File: config.mk
export PLATFORM = sky130hd
export DESIGN_NAME = nplus1_timer
export DESIGN_NICKNAME = d
export VERILOG_FILES = /design/src/rtl/nplus1_timer_pkg.sv /design/src/rtl/nplus1_down_counter.sv /design/src/rtl/nplus1_irq_flag.sv /design/src/rtl/nplus1_timer.sv
export SDC_FILE = /design/constraint.sdc
export NUM_CORES = 1
export LEC_CHECK = 0
export ABC_AREA = 1
export BUFFER_PORTS_ARGS = -buffer_cell sky130_fd_sc_hd__buf_2
export CORE_MARGIN = 3
export CORE_UTILIZATION = 30
export CTS_CLUSTER_SIZE = 24
export DETAILED_ROUTE_END_ITERATION = 6
export GPL_TIMING_DRIVEN = 0
export HOLD_SLACK_MARGIN = 0.06
export PLACE_DENSITY = 0.59
export SLEW_MARGIN = 20
export SYNTH_ARGS = -nofsm -noshare
export SYNTH_HDL_FRONTEND = slang
export SYNTH_SLANG_ARGS = --single-unit
File: constraint.sdc
create_clock -name clk -period 2.1 [get_ports clk]
set_clock_uncertainty 0.2 [all_clocks]
set_input_delay 0.63 -clock clk [delete_from_list [all_inputs] [get_ports clk]]
set_output_delay 0.63 -clock clk [all_outputs]
set_load 0.01 [all_outputs]
File: src/rtl/nplus1_timer_pkg.sv
// Shared register map and bit positions of the n-plus-one event timer.
// Assumes a 32-bit data bus and four word registers.
package nplus1_timer_pkg;
    localparam int DATA_W   = 32;
    localparam int ADDR_W   = 2;
    localparam int RUN_BIT  = 31;   // start / running bit in the control word
    localparam int MODE_BIT = 30;   // 1 = periodic, 0 = one-shot
    localparam int FLAG_BIT = 30;   // expiry flag position in the status word

    typedef enum logic [ADDR_W-1:0] {
        REG_CTRL  = 2'd0,
        REG_COUNT = 2'd1,
        REG_STAT  = 2'd2,
        REG_IEN   = 2'd3
    } reg_sel_e;
endpackage

File: src/rtl/nplus1_down_counter.sv
// Down-counter with n-plus-one expiry, one-shot and periodic modes.
// Assumes tick_en is a single-cycle pulse per timebase tick; a load in
// the same cycle as a tick takes precedence and suppresses that tick.
module nplus1_down_counter #(
    parameter int CNT_W = 29
) (
    input  logic             clk,
    input  logic             rst_n,
    input  logic             tick_en,
    input  logic             load,
    input  logic             load_run,
    input  logic             load_periodic,
    input  logic [CNT_W-1:0] load_val,
    output logic [CNT_W-1:0] count,
    output logic [CNT_W-1:0] reload,
    output logic             run,
    output logic             periodic,
    output logic             expire
);
    localparam logic [CNT_W-1:0] ONE = {{(CNT_W-1){1'b0}}, 1'b1};

    // Expiry: a tick arrives while running with the count already at zero.
    always_comb begin
        expire = run && tick_en && (count == '0) && !load;
    end

    // Counter, reload value, mode and run state update.
    always_ff @(posedge clk) begin
        if (!rst_n) begin
            count    <= '0;
            reload   <= '0;
            run      <= 1'b0;
            periodic <= 1'b0;
        end else if (load) begin
            if (load_run) begin
                count    <= load_val;
                reload   <= load_val;
                periodic <= load_periodic;
                run      <= 1'b1;
            end else begin
                run      <= 1'b0;
            end
        end else if (expire) begin
            if (periodic) begin
                count <= reload;
            end else begin
                run   <= 1'b0;
            end
        end else if (run && tick_en) begin
            count <= count - ONE;
        end
    end
endmodule

File: src/rtl/nplus1_irq_flag.sv
// Sticky expiry flag with write-one-to-clear and an interrupt enable.
// Assumes set and clr may coincide; set wins so no expiry is lost.
module nplus1_irq_flag (
    input  logic clk,
    input  logic rst_n,
    input  logic set,
    input  logic clr,
    input  logic ien_we,
    input  logic ien_wdata,
    output logic flag,
    output logic ien,
    output logic irq
);
    // Sticky flag: set has priority over the software clear.
    always_ff @(posedge clk) begin
        if (!rst_n) begin
            flag <= 1'b0;
        end else if (set) begin
            flag <= 1'b1;
        end else if (clr) begin
            flag <= 1'b0;
        end
    end

    // Interrupt-enable register.
    always_ff @(posedge clk) begin
        if (!rst_n) begin
            ien <= 1'b0;
        end else if (ien_we) begin
            ien <= ien_wdata;
        end
    end

    // Interrupt pin is the flag gated by the enable.
    always_comb begin
        irq = flag & ien;
    end
endmodule

File: src/rtl/nplus1_timer.sv
// Top level of the n-plus-one event timer: bus decode, read mux and the
// counter and flag sub-blocks. Assumes CNT_W is at most 29 so that the
// count field stays clear of the mode and run bits.
module nplus1_timer
    import nplus1_timer_pkg::*;
#(
    parameter int CNT_W = 29
) (
    input  logic              clk,
    input  logic              rst_n,
    input  logic              tick_en,
    input  logic              bus_wr,
    input  logic [ADDR_W-1:0] bus_addr,
    input  logic [DATA_W-1:0] bus_wdata,
    output logic [DATA_W-1:0] bus_rdata,
    output logic              irq
);
    localparam int CTRL_PAD = MODE_BIT - CNT_W;
    localparam int CNT_PAD  = DATA_W - CNT_W;

    logic             wr_ctrl, clr_flag, wr_ien;
    logic [CNT_W-1:0] ctr_count, ctr_reload;
    logic             ctr_run, ctr_periodic, ctr_expire;
    logic             flag_q, ien_q;
    logic             unused_wdata;

    // Write decode for the three writable registers.
    always_comb begin
        wr_ctrl  = bus_wr && (bus_addr == REG_CTRL);
        clr_flag = bus_wr && (bus_addr == REG_STAT) && bus_wdata[FLAG_BIT];
        wr_ien   = bus_wr && (bus_addr == REG_IEN);
    end

    // Data bits that no register uses.
    assign unused_wdata = ^bus_wdata;

    nplus1_down_counter #(.CNT_W(CNT_W)) u_counter (
        .clk           (clk),
        .rst_n         (rst_n),
        .tick_en       (tick_en),
        .load          (wr_ctrl),
        .load_run      (bus_wdata[RUN_BIT]),
        .load_periodic (bus_wdata[MODE_BIT]),
        .load_val      (bus_wdata[CNT_W-1:0]),
        .count         (ctr_count),
        .reload        (ctr_reload),
        .run           (ctr_run),
        .periodic      (ctr_periodic),
        .expire        (ctr_expire)
    );

    nplus1_irq_flag u_flag (
        .clk       (clk),
        .rst_n     (rst_n),
        .set       (ctr_expire),
        .clr       (clr_flag),
        .ien_we    (wr_ien),
        .ien_wdata (bus_wdata[0]),
        .flag      (flag_q),
        .ien       (ien_q),
        .irq       (irq)
    );

    // Read mux selected by the bus address.
    always_comb begin
        unique case (bus_addr)
            REG_CTRL:  bus_rdata = {ctr_run, ctr_periodic, {CTRL_PAD{1'b0}}, ctr_reload};
            REG_COUNT: bus_rdata = {{CNT_PAD{1'b0}}, ctr_count};
            REG_STAT:  bus_rdata = {1'b0, flag_q, {FLAG_BIT{1'b0}}};
            default:   bus_rdata = {{(DATA_W-1){1'b0}}, ien_q};
        endcase
    end
endmodule

==> impl_metrics.json <==
{
  "combPwrFrac": 0.276,
  "worst_slack_ns": -0.2237,
  "setup_violations": 31,
  "p_sw_mw": 1.241,
  "p_per_area_nw_per_um2": 708.9,
  "holdCritPathClass": "flop to flop",
  "synth_common_cells": "nand2_1 (190), nor2_1 (105), inv_1 (71), nand3_1 (71), dfxtp_1 (62)",
  "synth_area_leaders": "dfxtp_1 (31%), nand2_1 (18%), nor2_1 (9.9%)",
  "io_pins": 71,
  "synth-edff-count": 0,
  "vias": 4658,
  "overflow": 0,
  "holdWs_ns": 0.2612,
  "grt_max_degree": 20,
  "portBuffers": 67,
  "dieWidth_um": 121.4,
  "synth_top_cell_by_area": "dfxtp_1",
  "dieArea_um2": 14740,
  "cts_tree": "done",
  "cts_max_level": 3,
  "clkLatencyLatePin_ns": 0.34,
  "cap_violations": 0,
  "cts_num_sinks": 62,
  "antenna_found_initial": 0,
  "ant_nets": 0,
  "period_minus_slack_ns": 2.324,
  "clkTransAtPathRegs_ns": 0.05,
  "rows": 41,
  "drc": 0,
  "power_mw": 3.796,
  "tightest_slew_ns": 0.6889,
  "ir_drop_v": 0.0004216,
  "synth.avg_cell_area_um2": 5.927,
  "crit_type": "primary input to output pin",
  "wl_um": 14810,
  "violations": "negative setup slack",
  "first_pass_iters": 5,
  "syn-num-nets": 714,
  "relSlewSlack": 0.5407,
  "cp-end-kind": "output pin",
  "grt.total_usage": 0.2009,
  "synthesis.area_um2": 3995,
  "start_kind": "primary input",
  "synth_top_area_frac": 0.3107,
  "ys_ff_latch": 62,
  "min_period_over_period": 1.107,
  "synth-main-ff-cell": "dfxtp_1",
  "initial_core_util": 0.3115,
  "final_hold_viol_count": 0,
  "fin_nets": 807,
  "clockRootBuffer": "clkbuf_16",
  "grt_pass1_vias": 4446,
  "wl_per_cell_um": 15.74,
  "rsz0062_at_grt": "yes",
  "die_h_um": 121.4,
  "fmax_mhz": 430.4,
  "drive_gt1_frac": 0.2276,
  "drt_iter0_drc": 342,
  "yosysSeqAreaShare": 0.3107,
  "fillers": 1410,
  "synth_cells": 674,
  "grt_pass1_wl_um": 22880,
  "power_frac_seq": 0.336,
  "p_clk_frac": 0.387,
  "core_area_um2": 12820,
  "clk_path_buf_depth": 2,
  "leakage_nw": 2.570,
  "synth_cell_types": 22,
  "slew_viol_final": 0,
  "synth.most_common_cell": "nand2_1",
  "swShare": 0.3270,
  "numCtsBuffers": 9,
  "status": "finished, violations left",
  "via_per_inst": 4.950,
  "place_hpwl_um": 10660,
  "place_congestion": 0.9653,
  "async_flop_share": 0,
  "crit_arrival_ns": 1.49,
  "area_growth_pct": 34.01,
  "diodes": 0,
  "crit_fanout": 8,
  "ys_warn_count": 0,
  "crit_required_ns": 1.27,
  "internal_power_mw": 2.554
}
path summary, 6_finish.rpt:
kind,startpoint,to,slack [ns],cells past startpoint
max,bus_addr[1],bus_rdata[17],-0.22,7
max reg2reg,u_counter.count[0],u_counter.count[26],0.04,9
min,u_flag.ien,u_flag.ien,0.26,2
min reg2reg,u_flag.ien,u_flag.ien,0.26,2
placed cells by master, fill, tap and decap left out, drive strengths merged:
master  count
o22ai      28
o21ai      32
xor2       15
buf       100
o221ai      1
ha          2
clkinv      1
nor2      110
bufinv      1
nand2     193
nand3      72
dfxtp      62
a21oi      39
nand4       8
conb        1
clkbuf     32
inv        72
per-stage QoR:
stage               instances  setup TNS [ns]  setup WS [ns]  area [um^2]    util
finish                    941          -4.956        -0.2237         5354  0.4175
global route              941          -9.314        -0.2434         5354  0.4175
CTS                       931          -6.908        -0.2654         5075  0.3957
detailed placement        913          -35.70        -0.7008         4548  0.3546
global placement          913          -33.71        -0.7031         4548  0.3546
floorplan                 674         -0.6216       -0.06216         3998       -
kinds of logic (layout without fill, tap and decap cells):
logic type | count (synthesis) | in the layout | share of synthesized area
other | 1 | 1 | 0.0009387
DFF | 62 | 62 | 0.3107
and+or+nand+nor | 383 | 383 | 0.3962
buffers and inverters | 111 | 206 | 0.1181
adders and majority gates | 2 | 2 | 0.006263
xor gates and xnor gates | 15 | 15 | 0.03289
AOI/OAI and AO/OA | 100 | 100 | 0.1350
area by class of cell:
type,instances,area [um^2],share of cell area
clock buffer,11,242.7,0.04534
sequential,62,1241,0.2318
clock inverter,2,35.03,0.006544
timing repair buffer,84,543.0,0.1014
inverter,72,272.8,0.05095
multi-input combinational,501,2514,0.4695
buffer,37,290.3,0.05422
tap,172,215.2,0.04020
state kept, by name, indices dropped and copies added, names as in the netlist:
signal	flops
u_counter.run	1
u_flag.ien	1
u_counter.count	29
u_counter.periodic	1
u_flag.flag	1
u_counter.reload	29
repair_timing:
action                                  4_1_cts  5_1_grt
hold buffers                                  0        0
endpoints found under the setup margin       46       90
setup buffers                                 5       11
pin swaps                                     3        6
resized for setup                            43       57
cloned                                        1        0
routing by layer:
metal	share of wire	GRT usage
met5	0	0
met4	0.022	0.06933
met3	0.062	0.04569
met2	0.46	0.3181
met1	0.45	0.2686
power by group through the flow:
stage,registers (mW),logic [mW],clock network (mW)
floorplan,1.29,0.661,0
global placement,1.30,0.909,0
detailed placement,1.30,0.909,0
CTS,1.27,0.968,1.50
global route,1.28,1.17,1.54
finish,1.28,1.05,1.47
worst max-delay path, stage by stage:
cell       delay (ns)
buf_12           0.11
nor2_4           0.10
inv_2            0.05
clkbuf_16        0.16
clkbuf_16        0.17
o22ai_4          0.15
buf_6            0.13
Power figures use the tool's default switching activity.
